[config.mk]
export PLATFORM = sky130hd
export DESIGN_NAME = attr_delay_line
export DESIGN_NICKNAME = d
export VERILOG_FILES = /design/src/rtl/attr_delay_pkg.sv /design/src/rtl/attr_stage_chain.sv /design/src/rtl/attr_tap_pick.sv /design/src/rtl/attr_prime_ctl.sv /design/src/rtl/attr_delay_line.sv
export SDC_FILE = /design/constraint.sdc
export NUM_CORES = 1
export LEC_CHECK = 0
export ABC_AREA = 1
export BUFFER_PORTS_ARGS = -buffer_cell sky130_fd_sc_hd__buf_4
export CAP_MARGIN = 0
export CORE_MARGIN = 10
export CORE_UTILIZATION = 45
export DETAILED_ROUTE_END_ITERATION = 6
export MAX_ROUTING_LAYER = met4
export PLACE_DENSITY = 0.71
export SLEW_MARGIN = 20
export SYNTH_ARGS = -nofsm -noshare
export SYNTH_HDL_FRONTEND = slang
export SYNTH_HIERARCHICAL = 1
export SYNTH_SLANG_ARGS = --single-unit
[constraint.sdc]
create_clock -name clk -period 3.2 [get_ports clk]
set_input_delay 0.16 -clock clk [delete_from_list [all_inputs] [get_ports clk]]
set_output_delay 0.16 -clock clk [all_outputs]
set_load 0.01 [all_outputs]
[src/rtl/attr_delay_pkg.sv]
package attr_delay_pkg;
  // Stage counts for the two attribute paths, in fast-clock ticks.
  localparam int unsigned REV_STAGES_DEF = 12;
  localparam int unsigned COL_STAGES_DEF = 7;
  localparam int unsigned COL_W_DEF      = 8;

  // Width of a selector that can address every stage of a chain.
  function automatic int unsigned sel_width(input int unsigned depth);
    return (depth <= 1) ? 1 : $clog2(depth);
  endfunction
endpackage

[src/rtl/attr_stage_chain.sv]
module attr_stage_chain #(
  parameter int unsigned W     = 1,
  parameter int unsigned DEPTH = 12
) (
  input  logic               clk,
  input  logic               rst_n,
  input  logic               en,
  input  logic               load_all,
  input  logic [W-1:0]       din,
  output logic [DEPTH*W-1:0] taps
);
  logic [DEPTH-1:0][W-1:0] st_q;
  logic [DEPTH-1:0][W-1:0] st_d;

  // Next state: a normal shift, or a broadside fill from din when priming.
  always_comb begin
    for (int i = 0; i < DEPTH; i++) begin
      if (load_all || i == 0) st_d[i] = din;
      else                    st_d[i] = st_q[i-1];
    end
  end

  always_ff @(posedge clk or negedge rst_n) begin
    if (!rst_n)  st_q <= '0;
    else if (en) st_q <= st_d;
  end

  assign taps = st_q;
endmodule

[src/rtl/attr_tap_pick.sv]
module attr_tap_pick #(
  parameter int unsigned DEPTH = 12,
  parameter int unsigned SEL_W = 4
) (
  input  logic [DEPTH-1:0] taps,
  input  logic [SEL_W-1:0] sel,
  output logic             pick
);
  localparam int unsigned LAST = DEPTH - 1;

  generate
    if (DEPTH == 1) begin : g_single
      assign pick = taps[0];
    end else begin : g_mux
      logic [SEL_W-1:0] sel_c;
      // Out-of-range selections saturate at the deepest stage.
      assign sel_c = (32'(sel) > LAST) ? SEL_W'(LAST) : sel;
      assign pick  = taps[sel_c];
    end
  endgenerate
endmodule

[src/rtl/attr_prime_ctl.sv]
module attr_prime_ctl (
  input  logic clk,
  input  logic rst_n,
  output logic primed
);
  logic primed_d;

  always_comb primed_d = 1'b1;

  always_ff @(posedge clk or negedge rst_n) begin
    if (!rst_n) primed <= 1'b0;
    else        primed <= primed_d;
  end
endmodule

[src/rtl/attr_delay_line.sv]
module attr_delay_line
  import attr_delay_pkg::*;
#(
  parameter int unsigned COL_W      = COL_W_DEF,
  parameter int unsigned REV_STAGES = REV_STAGES_DEF,
  parameter int unsigned COL_STAGES = COL_STAGES_DEF,
  parameter int unsigned TAP_W      = sel_width(REV_STAGES)
) (
  input  logic             clk,
  input  logic             rst_n,
  input  logic             rev_in,
  input  logic [COL_W-1:0] colour_in,
  input  logic             pix_stb,
  input  logic [TAP_W-1:0] rev_tap,
  output logic             rev_q,
  output logic [COL_W-1:0] colour_q
);
  localparam int unsigned COL_LAST = COL_STAGES - 1;

  logic                        primed;
  logic                        load_all;
  logic                        chain_en;
  logic [REV_STAGES-1:0]       rev_taps;
  logic                        rev_pick;
  logic [COL_STAGES*COL_W-1:0] col_taps;
  logic [COL_W-1:0]            col_tail;
  logic [COL_W-1:0]            col_hold_q;
  logic [COL_W-1:0]            col_hold_d;

  assign chain_en = 1'b1;
  assign load_all = ~primed;

  attr_prime_ctl u_prime (
    .clk    (clk),
    .rst_n  (rst_n),
    .primed (primed)
  );

  attr_stage_chain #(.W(1), .DEPTH(REV_STAGES)) u_rev_chain (
    .clk      (clk),
    .rst_n    (rst_n),
    .en       (chain_en),
    .load_all (load_all),
    .din      (rev_in),
    .taps     (rev_taps)
  );

  attr_tap_pick #(.DEPTH(REV_STAGES), .SEL_W(TAP_W)) u_rev_pick (
    .taps (rev_taps),
    .sel  (rev_tap),
    .pick (rev_pick)
  );

  attr_stage_chain #(.W(COL_W), .DEPTH(COL_STAGES)) u_col_chain (
    .clk      (clk),
    .rst_n    (rst_n),
    .en       (chain_en),
    .load_all (load_all),
    .din      (colour_in),
    .taps     (col_taps)
  );

  assign col_tail = col_taps[COL_LAST*COL_W +: COL_W];

  // Pixel-aligned colour holding register.
  always_comb begin
    if (load_all)     col_hold_d = colour_in;
    else if (pix_stb) col_hold_d = col_tail;
    else              col_hold_d = col_hold_q;
  end

  always_ff @(posedge clk or negedge rst_n) begin
    if (!rst_n) col_hold_q <= '0;
    else        col_hold_q <= col_hold_d;
  end

  // Pass the live values through until the chains hold valid data.
  assign rev_q    = primed ? rev_pick   : rev_in;
  assign colour_q = primed ? col_hold_q : colour_in;
endmodule

After elaboration in Yosys (flattened, before gate mapping):

Cells that the tools add are included.

* multiplexer cells: 24
* magnitude comparators: 2
* equal/unequal tests: 1

Operators by type and width (number)
* 8-bit two-way mux: 9
* 1-bit two-way mux: 13
* 4-bit by 5-bit less-than comparator with 1-bit output, second input constant: 1
* 1-bit binary-select mux with 4-bit select: 1
* 4-bit greater-than comparator, second input constant: 1
* 4-bit two-way mux: 1
* 2-bit inequality test, second input constant: 1

* output and inout bits: 9
* logic and storage cells: 48
* register bits: 77

Longest topological paths before layout:

* depth in word-level cells: 5
* mapped depth: 10

Hierarchy:

The synthesis kept the hierarchy.

By module, submodules not included
* attr_stage_chain at u_col_chain: seq. area each 1401.3 um^2, area each 2578.7 um^2, cells an instance 348, times used 1
* attr_stage_chain at u_rev_chain: seq. area each 300.3 um^2, area each 570.5 um^2, cells an instance 77, times used 1
* attr_delay_line: seq. area each 200.2 um^2, area each 471.7 um^2, cells an instance 66, times used 1
* attr_tap_pick: seq. area each 0.0 um^2, area each 180.2 um^2, cells an instance 39, times used 1
* attr_prime_ctl: seq. area each 25.0 um^2, area each 28.8 um^2, cells an instance 2, times used 1

Least setup slack after synthesis:

No wires, ideal clock.

* path type: reg2reg
* start point: register u_prime.primed
* end point: register u_col_chain.st_q (netlist bit u_col_chain/taps[10])
* required time: 3.084 ns
* path slack: 1.869 ns
* arrival: 1.214 ns
* clock period less this slack: 1.331 ns
* buffers on the path: 4
* stages on the path, launching flop included: 11
* cell sequence: dfrtp_1 -> buf_6 -> inv_2 -> buf_6 -> inv_4 -> buf_6 -> buf_12 -> nand2_2 -> nand2_1 -> nand2_1 -> nand2_1

* cells in the longest elaborated chain, start to end: 1

RTL lines
* start: declaration: line attr_prime_ctl.sv:4 `output logic primed`
* start signal: assignment: line attr_prime_ctl.sv:12 `else primed <= primed_d;`
* 8-bit two-way mux: line attr_stage_chain.sv:18 `if (load_all || i == 0) st_d[i] = din;`
* end signal: assignment: line attr_stage_chain.sv:25 `else if (en) st_q <= st_d;`
* end: declaration: line attr_stage_chain.sv:12 `logic [DEPTH-1:0][W-1:0] st_q;`

No other way between the ends.
A chain may end at the register's enable or synchronous reset.

Worst setup path after layout:

* start point: register u_prime.primed
* end point: output port colour_q[1]

* cells in the longest elaborated chain, start to end: 1

RTL lines
* 8-bit two-way mux: line attr_delay_line.sv:79 `assign colour_q = primed ? col_hold_q : colour_in;`
* end: declaration: line attr_delay_line.sv:16 `output logic [COL_W-1:0] colour_q`

No other way between the ends.

==> metrics.md <==
| Metric | Value |
|---|---|
| Status | `complete, no violations` |
| Compound-cell area share of the yosys netlist | `less than 1%` |
| Delay-heaviest family, CP | `flip-flops` |
| Commonest non-fill, non-tap cell in the layout | `nand2_1` |
| Clock Tree Buf Depth | `2` |
| Aggregate global routing overflow | `0` |
| TritonCTS Sinks | `just under 80` |
| I/O Pins | `25` |
| CTS Buf Count | `9` |
| Vias | `approximately 3100` |
| Area Growth Syn to Fin | `9.57%` |
| Final Max Tran Viols | `0` |
| Synth Register Bits | `77` |
| Pwr Density | `~550 mW/mm^2` |
| Setup Viol. Count Final | `0` |
| Pre-antenna DRT Iters | `4` |
| Design Power | `around 2.3 mW` |
| Slew @ Worst Pin | `0.952 ns` |
| Placer Congestion | `a little over 0.8` |
| Crit-path max FO | `26` |
| CTS tree | `yes` |
| Die width | `112 um` |
| Die height | `roughly 110 um` |
| Cell variety after synth | `19` |
| Dpl cell area | `roughly 0.004 mm^2` |
| DR WL/cell | `about 12 um` |
| CP cell instances | `inv_2 -> nand2_1 -> nand2_1 -> buf_4` |
| First-pass GRT wire length | `approximately 14000 um` |
| Number of vias per cell | `4.78` |
| Post-layout min period | `2.11 ns` |
| CP max-delay cell | `dfrtp_1` |
| Worst rel slew slack | `a little over a third` |
| DPL Wire Length | `4890 um` |
| Largest stage delay on the critical path | `slightly above 0.8 ns` |
| Hold_buf cts | `1` |
| CTS clk-pin slew, worst paths | `about 0.09 ns` |
| WP buf/inv | `2` |
| Depth of the worst hold-timing path | `3` |
| Number of global-route vias before repair | `about 2900` |
| Total Wirelength | `~7700 um` |
| F_max | `roughly 470 MHz` |
| Clock Root Buffer | `clkbuf_8` |
| Mux cell area share after synthesis | `0%` |
| Layout Nets | `564` |
| Starting Density | `between 40% and 50%` |
| Max VDD drop | `between 0.00015 and 0.0002 V` |
| Post-CTS setup buffers | `0` |
| Reg2reg path depth | `6` |
| Mean post-synth cell area | `between 7 and 8 um^2` |
| Cell Rows | `33` |
| LEAKAGE | `2.48 nW` |
| Worst EP arrival | `1.95 ns` |
| DRT iter0 DRCs | `273` |
| H-Tree Level Count | `3` |
| Seq/Total Area, Yosys | `between 50% and 60%` |
| Largest net degree at the start of global routing | `between 70 and 80` |
| Largest family of logic cells by synthesized area | `simple AND/OR/NAND/NOR gates` |
| Setup TNS | `0 ns` |
| Final Cycle Share | `between 60% and 70%` |
| Critical Path Sink Type | `primary output` |
| Max Cap Viol | `0` |
| Crit start category | `register` |
| Antenna Diode Count | `0` |
| Clock skew | `between 0.015 and 0.02 ns` |
| Post_cts resized | `0` |
| Critical path depth | `4` |
| Port bufs | `24` |
| Clock Latency Late Sink | `between 0.3 and 0.4 ns` |
| Cell area after synthesis | `around 0.0038 mm^2` |
| Yosys warning total | `6` |
| CP Data Required Time | `3.04 ns` |
| Min-Delay Path Class | `input pin to register` |
| Antenna violations before repair | `0` |
| Unrepaired setup endpoints after global routing | `false` |
| Synthesized instance count | `532` |
| Share of cells above drive strength 1 | `11.4%` |
| Commonest non-fill, non-tap cells in the layout | `nand2_1, dfrtp_1, nand3_1` |
| Drc violations | `0` |
| Cell mode on critical path | `nand2_1` |
| Synth Area in Adders | `0%` |
| Final antenna-violating net count | `0` |
| DIE AREA | `between 0.01 and 0.015 mm^2` |
| Worst setup path class | `register to primary output` |
| Synth Area in XOR/XNOR | `0%` |
| Post-Synth Simple-Gate Area | `about two fifths` |
| GRT Overall Usage | `roughly an eighth` |
| Final Instance Area | `roughly 0.0042 mm^2` |
| Hold Fails Final Rpt | `0` |
| Core area | `0.00826 mm^2` |
state kept, by name, indices dropped and copies added, names as in the netlist:
name / cells
col_hold_q: 8
u_col_chain/taps: 56
u_prime/primed: 1
u_rev_chain/taps: 12
per-stage QoR:
| step | hold slack [ns] | std cells | utilization [%] | setup WS (ns) |
|---|---|---|---|---|
| 6_report | 0.0166 | 658 | 50.8 | 1.09 |
| 5_1_grt | 0.0190 | 658 | 50.8 | 0.895 |
| 4_1_cts | 0.00211 | 658 | 50.8 | 1.08 |
| 3_5_place_dp | 0.389 | 641 | 48.0 | 1.18 |
| 3_3_place_gp | 0.382 | 641 | 48.0 | 1.25 |
| 2_1_floorplan | -0.136 | 538 | - | 1.87 |
area by class of cell:
class / count / area [um^2]
clock buffers: 11 / 141
clock inverters: 5 / 82.6
fillers: 821 / 4060
inverters: 18 / 70.1
multi-input cells: 417 / 1650
flip-flops and latches: 77 / 1930
well taps: 105 / 131
repair buffers: 25 / 190
per-layer routing:
layer / GRT usage, % / up-vias / share of wire (%)
met3: 3.46 / 9 / 5.3
met4: 5.08 / 0 / 1.2
li1: - / 1629 / -
met1: 17.0 / 1451 / 50
met2: 18.7 / 54 / 44
met5: - / - / 0
tightest hold or removal path, delay by kind of cell:
| kind | cells | cell delay [ns] |
|---|---|---|
| buffers and inverters | 1 | 0.09 |
| and+or+nand+nor | 2 | 0.09 |
kinds of logic after synthesis:
group           count (synthesis)
buf+inv                        44
compound gates                  3
simple gates                  406
flops                          77
other cells                     2
final timing paths:
check	slack [ns]	to	startpoint
hold / removal	0.02	u_col_chain/taps[3]$_DFFE_PN0P_	colour_in[3]
setup reg to reg	1.15	u_col_chain/taps[55]$_DFFE_PN0P_	u_prime/primed$_DFF_PN0_
min in group asynchronous	0.51	u_col_chain/taps[31]$_DFFE_PN0P_	rst_n
max in group asynchronous	2.10	u_col_chain/taps[54]$_DFFE_PN0P_	rst_n
setup / recovery	1.09	colour_q[1]	u_prime/primed$_DFF_PN0_
hold reg to reg	0.52	col_hold_q[0]$_DFFE_PN0P_	col_hold_q[0]$_DFFE_PN0P_
synthesized netlist by cell type, drive strengths merged:
cell	count	area share [%]
a21oi	1	0.23
o21ai	1	0.13
nand2	371	37
inv	18	1.8
clkbuf	2	0.20
nor2	4	0.46
o211ai	1	0.20
buf	24	5.1
conb	2	0.20
dfrtp	77	50
nand3	31	4.1
report_power, final:
| group | switching (mW) | internal [mW] |
|---|---|---|
| combinational | 0.204 | 0.120 |
| clock | 0.356 | 0.464 |
| sequential | 0.0685 | 1.08 |
Note: power is estimated with default switching activity, not from simulation.
